File: config.mk
export PLATFORM = sky130hd
export DESIGN_NAME = i2c_blkreg_target
export DESIGN_NICKNAME = d
export VERILOG_FILES = /design/src/rtl/i2c_blk_pkg.sv /design/src/rtl/i2c_pin_filter.sv /design/src/rtl/i2c_blk_regbank.sv /design/src/rtl/i2c_blkreg_target.sv
export SDC_FILE = /design/constraint.sdc
export NUM_CORES = 1
export LEC_CHECK = 0
export BUFFER_PORTS_ARGS = -buffer_cell sky130_fd_sc_hd__buf_2
export CORE_MARGIN = 2
export CORE_UTILIZATION = 44
export CTS_BUF_LIST = sky130_fd_sc_hd__clkbuf_2 sky130_fd_sc_hd__clkbuf_4 sky130_fd_sc_hd__clkbuf_8
export DETAILED_ROUTE_END_ITERATION = 16
export HOLD_SLACK_MARGIN = 0.1
export PLACE_DENSITY = 0.6
export REMOVE_ABC_BUFFERS = 1
export SLEW_MARGIN = 40
export SYNTH_ARGS = -nofsm -noshare
export SYNTH_HDL_FRONTEND = slang
export SYNTH_HIERARCHICAL = 1
export SYNTH_SLANG_ARGS = --single-unit
File: constraint.sdc
create_clock -name clk -period 5.56 [get_ports clk]
set_clock_uncertainty 0.05 [all_clocks]
set_input_delay 0.556 -clock clk [delete_from_list [all_inputs] [get_ports clk]]
set_output_delay 0.556 -clock clk [all_outputs]
set_load 0.1 [all_outputs]
File: src/rtl/i2c_blk_pkg.sv
package i2c_blk_pkg;
  localparam int BYTE_W = 8;

  typedef enum logic [2:0] {
    ST_IDLE,
    ST_RX,
    ST_RX_ACK,
    ST_TX,
    ST_TX_ACK,
    ST_WAIT
  } xfer_st_e;

  typedef enum logic [1:0] {
    PH_ADDR,
    PH_OFS,
    PH_CNT,
    PH_DATA
  } rx_ph_e;
endpackage

File: src/rtl/i2c_pin_filter.sv
module i2c_pin_filter #(
  parameter int FILT_LEN = 3
) (
  input  logic clk,
  input  logic rst_n,
  input  logic pin_i,
  output logic lvl_o,
  output logic rise_o,
  output logic fall_o
);
  localparam int CW = $clog2(FILT_LEN + 1);

  logic [1:0]    sync_q;
  logic          lvl_q, lvl_d, prev_q;
  logic [CW-1:0] cnt_q, cnt_d;

  always_comb begin
    lvl_d = lvl_q;
    cnt_d = '0;
    if (sync_q[1] != lvl_q) begin
      if (cnt_q == CW'(FILT_LEN - 1)) begin
        lvl_d = sync_q[1];
      end else begin
        cnt_d = cnt_q + 1'b1;
      end
    end
  end

  always_ff @(posedge clk or negedge rst_n) begin
    if (!rst_n) begin
      sync_q <= 2'b11;
      lvl_q  <= 1'b1;
      prev_q <= 1'b1;
      cnt_q  <= '0;
    end else begin
      sync_q <= {sync_q[0], pin_i};
      lvl_q  <= lvl_d;
      prev_q <= lvl_q;
      cnt_q  <= cnt_d;
    end
  end

  assign lvl_o  = lvl_q;
  assign rise_o = lvl_q & ~prev_q;
  assign fall_o = ~lvl_q & prev_q;

  // filtered level only moves to the value the synchroniser presented
  a_r9_filter_follows: assert property (@(posedge clk) disable iff (!rst_n)
    (lvl_q != $past(lvl_q)) |-> (lvl_q == $past(sync_q[1])));
endmodule

File: src/rtl/i2c_blk_regbank.sv
module i2c_blk_regbank #(
  parameter int          NREGS    = 8,
  parameter int          CTRL_IDX = 0,
  parameter int          ID_IDX   = 6,
  parameter logic [7:0]  CTRL_RST = 8'h0F,
  parameter logic [7:0]  ID_RST   = 8'h01,
  parameter int          OE_W     = 4,
  localparam int         AW       = $clog2(NREGS)
) (
  input  logic          clk,
  input  logic          rst_n,
  input  logic          we,
  input  logic [AW-1:0] waddr,
  input  logic [7:0]    wdata,
  input  logic [AW-1:0] raddr,
  output logic [7:0]    rdata,
  output logic [OE_W-1:0] oe_o
);
  localparam logic [AW-1:0] ID_A = AW'(ID_IDX);

  logic [7:0] regs [NREGS];
  logic       wr_en;

  function automatic logic [7:0] rst_val(input int idx);
    if (idx == CTRL_IDX) return CTRL_RST;
    if (idx == ID_IDX)   return ID_RST;
    return 8'h00;
  endfunction

  assign wr_en = we && (waddr != ID_A);

  always_ff @(posedge clk or negedge rst_n) begin
    if (!rst_n) begin
      for (int i = 0; i < NREGS; i++) regs[i] <= rst_val(i);
    end else if (wr_en) begin
      regs[waddr] <= wdata;
    end
  end

  assign rdata = regs[raddr];
  assign oe_o  = regs[CTRL_IDX][OE_W-1:0];

  // a write aimed at the identity byte leaves it as it was
  a_r7_id_ignored: assert property (@(posedge clk) disable iff (!rst_n)
    (we && waddr == ID_A) |=> $stable(regs[ID_IDX]));
  // an accepted write lands at the addressed register
  a_r2_store: assert property (@(posedge clk) disable iff (!rst_n)
    (we && waddr != ID_A) |=> (regs[$past(waddr)] == $past(wdata)));
endmodule

File: src/rtl/i2c_blkreg_target.sv
module i2c_blkreg_target
  import i2c_blk_pkg::*;
#(
  parameter int         NREGS    = 8,
  parameter logic [6:0] SLV_ADDR = 7'h69,
  parameter int         FILT_LEN = 3,
  parameter int         OE_W     = 4
) (
  input  logic            clk,
  input  logic            rst_n,
  input  logic            scl_i,
  input  logic            sda_i,
  output logic            sda_oe_o,
  output logic [OE_W-1:0] clk_en_o
);
  localparam int         AW       = $clog2(NREGS);
  localparam logic [7:0] CNT_BYTE = 8'(NREGS);

  // reset: asserted asynchronously, released on the clock
  logic [1:0] rst_q;
  logic       rst_int;
  always_ff @(posedge clk or negedge rst_n) begin
    if (!rst_n) rst_q <= 2'b00;
    else        rst_q <= {rst_q[0], 1'b1};
  end
  assign rst_int = rst_q[1];

  logic scl_lvl, scl_rise, scl_fall;
  logic sda_lvl, sda_rise, sda_fall;

  i2c_pin_filter #(.FILT_LEN(FILT_LEN)) u_scl (
    .clk(clk), .rst_n(rst_int), .pin_i(scl_i),
    .lvl_o(scl_lvl), .rise_o(scl_rise), .fall_o(scl_fall));
  i2c_pin_filter #(.FILT_LEN(FILT_LEN)) u_sda (
    .clk(clk), .rst_n(rst_int), .pin_i(sda_i),
    .lvl_o(sda_lvl), .rise_o(sda_rise), .fall_o(sda_fall));

  logic start_evt, stop_evt;
  assign start_evt = sda_fall & scl_lvl;
  assign stop_evt  = sda_rise & scl_lvl;

  xfer_st_e      state_q, state_d;
  rx_ph_e        phase_q, phase_d;
  logic          rw_q, rw_d;
  logic [3:0]    bitcnt_q, bitcnt_d;
  logic [7:0]    shreg_q, shreg_d;
  logic [AW-1:0] ptr_q, ptr_d;
  logic [7:0]    remain_q, remain_d;
  logic          mack_q, mack_d;
  logic          oe_q, oe_d;
  logic          reg_we;
  logic [7:0]    rdata;

  i2c_blk_regbank #(.NREGS(NREGS), .OE_W(OE_W)) u_regs (
    .clk(clk), .rst_n(rst_int), .we(reg_we), .waddr(ptr_q), .wdata(shreg_q),
    .raddr(ptr_q), .rdata(rdata), .oe_o(clk_en_o));

  always_comb begin
    state_d  = state_q;
    phase_d  = phase_q;
    rw_d     = rw_q;
    bitcnt_d = bitcnt_q;
    shreg_d  = shreg_q;
    ptr_d    = ptr_q;
    remain_d = remain_q;
    mack_d   = mack_q;
    oe_d     = oe_q;
    reg_we   = 1'b0;
    if (stop_evt) begin
      state_d = ST_IDLE;
      oe_d    = 1'b0;
    end else if (start_evt) begin
      state_d  = ST_RX;
      phase_d  = PH_ADDR;
      bitcnt_d = '0;
      oe_d     = 1'b0;
    end else begin
      unique case (state_q)
        ST_RX: begin
          if (scl_rise && bitcnt_q < 4'd8) begin
            shreg_d  = {shreg_q[6:0], sda_lvl};
            bitcnt_d = bitcnt_q + 1'b1;
          end else if (scl_fall && bitcnt_q == 4'd8) begin
            unique case (phase_q)
              PH_ADDR: begin
                if (shreg_q[7:1] == SLV_ADDR) begin
                  rw_d    = shreg_q[0];
                  oe_d    = 1'b1;
                  state_d = ST_RX_ACK;
                  phase_d = PH_OFS;
                end else begin
                  state_d = ST_WAIT;
                end
              end
              PH_OFS: begin
                ptr_d   = shreg_q[AW-1:0];
                oe_d    = 1'b1;
                state_d = ST_RX_ACK;
                phase_d = PH_CNT;
              end
              PH_CNT: begin
                remain_d = shreg_q;
                oe_d     = 1'b1;
                state_d  = ST_RX_ACK;
                phase_d  = PH_DATA;
              end
              default: begin
                if (remain_q != 8'd0) begin
                  reg_we   = 1'b1;
                  ptr_d    = ptr_q + 1'b1;
                  remain_d = remain_q - 1'b1;
                  oe_d     = 1'b1;
                  state_d  = ST_RX_ACK;
                end else begin
                  state_d = ST_WAIT;
                end
              end
            endcase
          end
        end
        ST_RX_ACK: begin
          if (scl_fall) begin
            bitcnt_d = '0;
            if (rw_q) begin
              state_d = ST_TX;
              shreg_d = CNT_BYTE;
              oe_d    = ~CNT_BYTE[7];
            end else begin
              state_d = ST_RX;
              oe_d    = 1'b0;
            end
          end
        end
        ST_TX: begin
          if (scl_fall) begin
            if (bitcnt_q == 4'd7) begin
              oe_d    = 1'b0;
              state_d = ST_TX_ACK;
            end else begin
              shreg_d  = {shreg_q[6:0], 1'b0};
              bitcnt_d = bitcnt_q + 1'b1;
              oe_d     = ~shreg_q[6];
            end
          end
        end
        ST_TX_ACK: begin
          if (scl_rise) begin
            mack_d = ~sda_lvl;
          end else if (scl_fall) begin
            if (mack_q) begin
              shreg_d  = rdata;
              ptr_d    = ptr_q + 1'b1;
              oe_d     = ~rdata[7];
              bitcnt_d = '0;
              state_d  = ST_TX;
            end else begin
              state_d = ST_WAIT;
            end
          end
        end
        default: ;
      endcase
    end
  end

  always_ff @(posedge clk or negedge rst_int) begin
    if (!rst_int) begin
      state_q  <= ST_IDLE;
      phase_q  <= PH_ADDR;
      rw_q     <= 1'b0;
      bitcnt_q <= '0;
      shreg_q  <= '0;
      ptr_q    <= '0;
      remain_q <= '0;
      mack_q   <= 1'b0;
      oe_q     <= 1'b0;
    end else begin
      state_q  <= state_d;
      phase_q  <= phase_d;
      rw_q     <= rw_d;
      bitcnt_q <= bitcnt_d;
      shreg_q  <= shreg_d;
      ptr_q    <= ptr_d;
      remain_q <= remain_d;
      mack_q   <= mack_d;
      oe_q     <= oe_d;
    end
  end

  assign sda_oe_o = oe_q;

  // SDA drive changes only while filtered SCL is low
  a_r9_sda_scl_low: assert property (@(posedge clk) disable iff (!rst_int)
    (oe_q != $past(oe_q)) |-> !$past(scl_lvl));
  // SDA released while idle or ignoring a transfer
  a_r1_quiet_when_idle: assert property (@(posedge clk) disable iff (!rst_int)
    (state_q == ST_IDLE || state_q == ST_WAIT) |-> !oe_q);
  // the target's own ACK slot always pulls SDA low
  a_r2_ack_driven: assert property (@(posedge clk) disable iff (!rst_int)
    (state_q == ST_RX_ACK) |-> oe_q);
  // the remaining count shrinks by one per stored byte
  a_r3_count_step: assert property (@(posedge clk) disable iff (!rst_int)
    reg_we |=> (remain_q == $past(remain_q) - 8'd1));
endmodule

======== After elaboration in Yosys (flattened, before gate mapping) ========
Cells that the tools add are included.
operators by class
  add/sub/neg operators ................... 5
  magnitude comparators ................... 3
  eq/ne operators ......................... 45
  multiplexer cells ....................... 81
  bitwise gates (word level) .............. 17
  reductions and logical operators ........ 29
operators by type and width
  kind                number
  $mux 8              12
  $bwmux 64           1
  $mux 3              18
  $mux 4              8
  $ne 4x4->1 const B  8
  $pmux 8 s4          1
  $ne 3x3->1 const B  10
  $bmux 8 s3          1
  $demux 8 s3         1
  $ne 2x2->1 const B  12
  $mux 1              20
  $mux 2              10
  $reduce_and 10->1   2
  $pmux 3 s2          3
  $pmux 4 s4          1
  $pmux 8 s2          1
  $reduce_and 7->1    2
  $pmux 3 s4          1
  $reduce_and 11->1   1
  $not 1->1           10
  $reduce_and 9->1    1
  $reduce_and 8->1    1
  $reduce_bool 2->1   4
  $reduce_bool 4->1   2
  33 further kinds    49
storage, ports and cells
  bits in registers ....................... 109
  bits of input ports ..................... 4
  output and inout bits ................... 5
  word-level logic and storage cells ...... 206

======== Longest topological paths before layout ========
  depth after elaboration ................. 11
  mapped depth ............................ 10
  mapped depth without buffers ............ 7

======== Modules after synthesis ========
Netlist, hierarchy kept.
modules (own cells, without submodules)
  module             times used  cells each  area an instance (sq um)  sequential area each (sq um)
  i2c_blk_regbank    1           175         2960.3                    1607.8
  i2c_blkreg_target  1           244         2199.6                    825.8
  i2c_pin_filter     2           13          224.0                     155.1

======== Least setup slack after synthesis ========
OpenSTA, ideal clock, no wires.
  kind .................................... register to register
  start point ............................. register remain_q[0]
  end point ............................... register u_regs/regs[32] (netlist name)
  setup time .............................. 125 ps
  arrival time ............................ 2597 ps
  required time ........................... 5385 ps
  slack ................................... 2789 ps
  stages on the path, launching flop included .. 10
  path buffers ............................ 2
  period minus slack after synthesis ...... 2771 ps
  cells stage by stage .................... dfrtp_1 -> inv_1 -> ha_1 -> or4b_1 -> buf_2 -> or4_4 -> and3_1 -> clkbuf_1 -> nand4b_1 -> mux2_2
between the ends
  word-level cells in the longest chain between the ends .. 9
ends and longest elaborated chain
  what                           line                      text
  start, declared                i2c_blkreg_target.sv:48   logic [7:0] remain_q, remain_d;
  start signal, assigned         i2c_blkreg_target.sv:184  remain_q <= remain_d;
  $reduce_bool 8->1              i2c_blkreg_target.sv:108  if (remain_q != 8'd0) begin
  $mux 1                         i2c_blkreg_target.sv:108
  $mux 1                         i2c_blkreg_target.sv:84   unique case (phase_q)
  $mux 1                         i2c_blkreg_target.sv:83   end else if (scl_fall && bitcnt_q == 4'd8) begin
  $mux 1                         i2c_blkreg_target.sv:80   if (scl_rise && bitcnt_q < 4'd8) begin
  $mux 1                         i2c_blkreg_target.sv:78   unique case (state_q)
  $mux 1                         i2c_blkreg_target.sv:72   end else if (start_evt) begin
  $mux 1                         i2c_blkreg_target.sv:69   if (stop_evt) begin
  net reg_we                     i2c_blkreg_target.sv:51   logic reg_we;
  $logic_and 1x1->1              i2c_blk_regbank.sv:30     assign wr_en = we && (waddr != ID_A);
  end signal, assigned by index  i2c_blk_regbank.sv:36     regs[waddr] <= wdata;
  end, declared                  i2c_blk_regbank.sv:21     logic [7:0] regs [NREGS];
The timed path passes the listed nets, and every way through them passes these cells.
A chain may end at the register's enable or synchronous reset.

======== Worst setup path after layout ========
  start point ............................. register u_sda.lvl_q (netlist: u_sda/lvl_o)
  end point ............................... register u_regs/regs[19] (netlist name)
between the ends
  word-level cells in the longest chain between the ends .. 6
  elaborated cells on any way between the ends .. 8
  classes of those cells .................. mux: 2; bitwise: 5; reduce/logical: 1
ends and longest elaborated chain
  what                    line                     text
  start, declared         i2c_pin_filter.sv:14     logic lvl_q, lvl_d, prev_q;
  start signal, assigned  i2c_pin_filter.sv:37     lvl_q <= lvl_d;
  $not 1->1               i2c_pin_filter.sv:45     assign fall_o = ~lvl_q & prev_q;
  $and 1x1->1             i2c_pin_filter.sv:45
  net sda_fall            i2c_blkreg_target.sv:29  logic sda_lvl, sda_rise, sda_fall;
  $and 1x1->1             i2c_blkreg_target.sv:39  assign start_evt = sda_fall & scl_lvl;
  $mux 1                  i2c_blkreg_target.sv:72
  $mux 1                  i2c_blkreg_target.sv:69
  net reg_we              i2c_blkreg_target.sv:51
  $logic_and 1x1->1       i2c_blk_regbank.sv:30
The timed path passes the listed nets, and every way through them passes these cells.

==> results.ini <==
[placed_design]
place_ws_ps=2280
dpl.hpwl_um=7690
place.gp.congestion=0.840
port_buffers=8

[final_layout]
n_antenna_cell=0
drive_above_1_share=0.299
final_common_cell=dfrtp_1
fin_util=0.476
fill_cells=1118
nets=450
syn2layout_area_growth_pct=6.27
final_cell_mix=dfrtp_1 (94), mux2_2 (73), nor2_1 (20)

[pwr]
sw_frac_of_total=0.387
leakagePower_nw=2.78
switching_power_mw=0.883
p_int_mw=1.40
p_per_area_nw_per_um2=383
comb_power_share=0.289
p_seq_frac=0.508
peakVddDrop_mv=0.185
clkPwrFrac=0.203

[logic_synthesis]
synth_edf_count=0
synth_xor_area_frac=0.00469
syn-cell-area_um2=5610
yosysSeqAreaShare=0.489
synthAdderAreaFrac=0.0201
synth_seq_cells=109
synth_top_family_by_area=multiplexers
synth_top_cell_area_share=0.428
synth_area_leaders=dfrtp_1 (43%), mux2_2 (15%), mux4_1 (7.0%)
async_flop_share=1.00
synth-simple-area-share=0.117
ys_warn_count=6
syn_inst=445
synth_ff_type=dfrtp_1
synth-compound-area-share=0.0973
syn_area_per_cell_um2=12.6
synth_top_area_cell=dfrtp_1
synth_cell_type_count=66
synthMuxAreaShare=0.232

[global_routing]
antenna_found_initial=0
grt-ovfl-total=0
grt_pass1_vias=3505
grt_pass1_wl_um=18600
grtUsageTotal=0.181
grt_max_degree=59

[setup_path]
path_cells=and2b_1 > o21ai_1 > and4_1 > and3_1 > nand4b_1 > mux2_2
path_buf_inv=0
reg2reg_setup_slack_ps=2360
r2r-end=u_regs/regs[19]
crit_fanout=8
crit_path_end_kind=flop
path_class=reg -> reg
r2r-start=u_sda/lvl_o
crit_required_ps=5780
critPathLaunchType=flop
cp_top_family=simple AND/OR/NAND/NOR gates
worst_ep_arrival_time_ps=3420
critPathSlowestCell=dfstp_2
ff2ff_path_depth=6
critPathMaxStageDelay_ps=610

[floorplan]
initial_core_util=0.448
fp.dieH_um=117
core_area_um2=12500
die_area_um2=13700
rows=41
die_x_um=117
io_pins=9

[sta]
tns_ps=0
setup_slack_ps=2360
slew_headroom=0.493
layout_min_cycle_time_ps=3200
hold_violations=0
fin_crit_sh=0.576
finalSetupViolations=0
fmax_mhz=312
rsz0062_at_grt=false
maxSlewViolCount=0
tightest_slew_ps=759

[flow_run]
cap_violations=0

[routing]
drc=0
routed_wl_um=11600
dr_total_vias=3517
wl_per_cell_um=18.9
vias_per_cell=5.73
dr.first_iter.drc_count=200
firstDrtPassIters=4
postRouteAntennaNets=0

[worst_hold_path]
min_to=u_scl/sync_q[0]
hold_class=in -> reg
whs_path_depth=1
hold_path_startpoint=scl_i

[clock_network]
root_buffer=clkbuf_8
insertion_delay_ps=390
cts.sinks=109
cts.path.max_buffers=2
ctsResizeCount=0
htreeDepth=3
cts.clk_slew.worst_paths_ps=100
cts_made_buffers=9
cts_tree=done

[status]
status=complete, no violations

power by group through the flow:
| stage | combinational, mW | sequential, mW | clock, mW |
|---|---|---|---|
| 3_5_place_dp | 0.655 | 1.17 | 0 |
| 2_1_floorplan | 0.468 | 1.13 | 0 |
| 3_3_place_gp | 0.640 | 1.16 | 0 |
| 6_report | 0.660 | 1.16 | 0.463 |
| 5_1_grt | 0.718 | 1.19 | 0.513 |
| 4_1_cts | 0.656 | 1.16 | 0.484 |
how the worst max path moves through the flow:
stage	depth (start not counted)	slack, ps	startpoint	end
6_report	6	2360	u_sda/lvl_o	u_regs/regs[19]
5_1_grt	6	2210	u_sda/lvl_o	u_regs/regs[16]
4_1_cts	6	2260	u_sda/lvl_o	u_regs/regs[40]
3_5_place_dp	6	2280	u_sda/lvl_o	u_regs/regs[63]
3_3_place_gp	6	2390	u_sda/lvl_o	u_regs/regs[22]
2_1_floorplan	0	2270	rst_q[1]	bitcnt_q[0]
state kept, by name (all words and copies together) (netlist names), 2 cells and up:
signal        flops
u_regs/regs      60
u_scl/sync_q      2
phase_q           2
u_scl/cnt_q       2
bitcnt_q          4
rst_q             2
u_sda/sync_q      2
u_regs/oe_o       4
ptr_q             3
state_q           3
u_sda/cnt_q       2
remain_q          8
shreg_q           8
stage by stage:
step                area (um^2)  cells  power (mW)  hold slack (ps)
floorplan                  5430    411        1.59              210
global placement           5730    596        1.80              288
detailed placement         5740    596        1.83              292
CTS                        5940    613        2.30              193
global route               5960    614        2.42              181
finish                     5960    614        2.28              211
cells by family after synthesis:
| logic type | Yosys count |
|---|---|
| flip-flops | 109 |
| AND/OR/NAND/NOR | 103 |
| multiplexers | 94 |
| AO/OA/AOI/OAI | 81 |
| buffers and inverters | 45 |
| adder cells (fa/ha/maj) | 9 |
| XOR/XNOR | 3 |
| other | 1 |
cell usage after synthesis, drive strengths merged (6+ instances only):
library cell,number
a21oi,17
a22o,14
buf,16
clkbuf,18
dfrtp,96
dfstp,13
ha,9
inv,11
mux2,75
mux4,16
nand2,15
nand2b,6
nor2,20
nor2b,10
nor3,10
o21ai,22
repair_timing:
item,in CTS,in global routing
setup endpoints to repair,0,0
hold buffers,1,0
endpoints found under the hold margin,2,0
setup buffers,0,0
layout make-up:
| type | count | area [um^2] | share of cell area |
|---|---|---|---|
| tap | 172 | 215 | 0.0361 |
| timing repair buffer | 15 | 95.1 | 0.0160 |
| clock buffer | 10 | 138 | 0.0231 |
| multi-input combinational | 291 | 2670 | 0.447 |
| clock inverter | 6 | 55.1 | 0.00924 |
| inverter | 11 | 41.3 | 0.00693 |
| sequential | 109 | 2750 | 0.461 |
metal layers:
layer | GRT usage | wire [um]
met1 | 0.238 | 5330
met2 | 0.294 | 5720
met3 | 0.0474 | 363
met4 | 0.0565 | 177
met5 | 0 | 0
(Power assumes the default switching activity.)
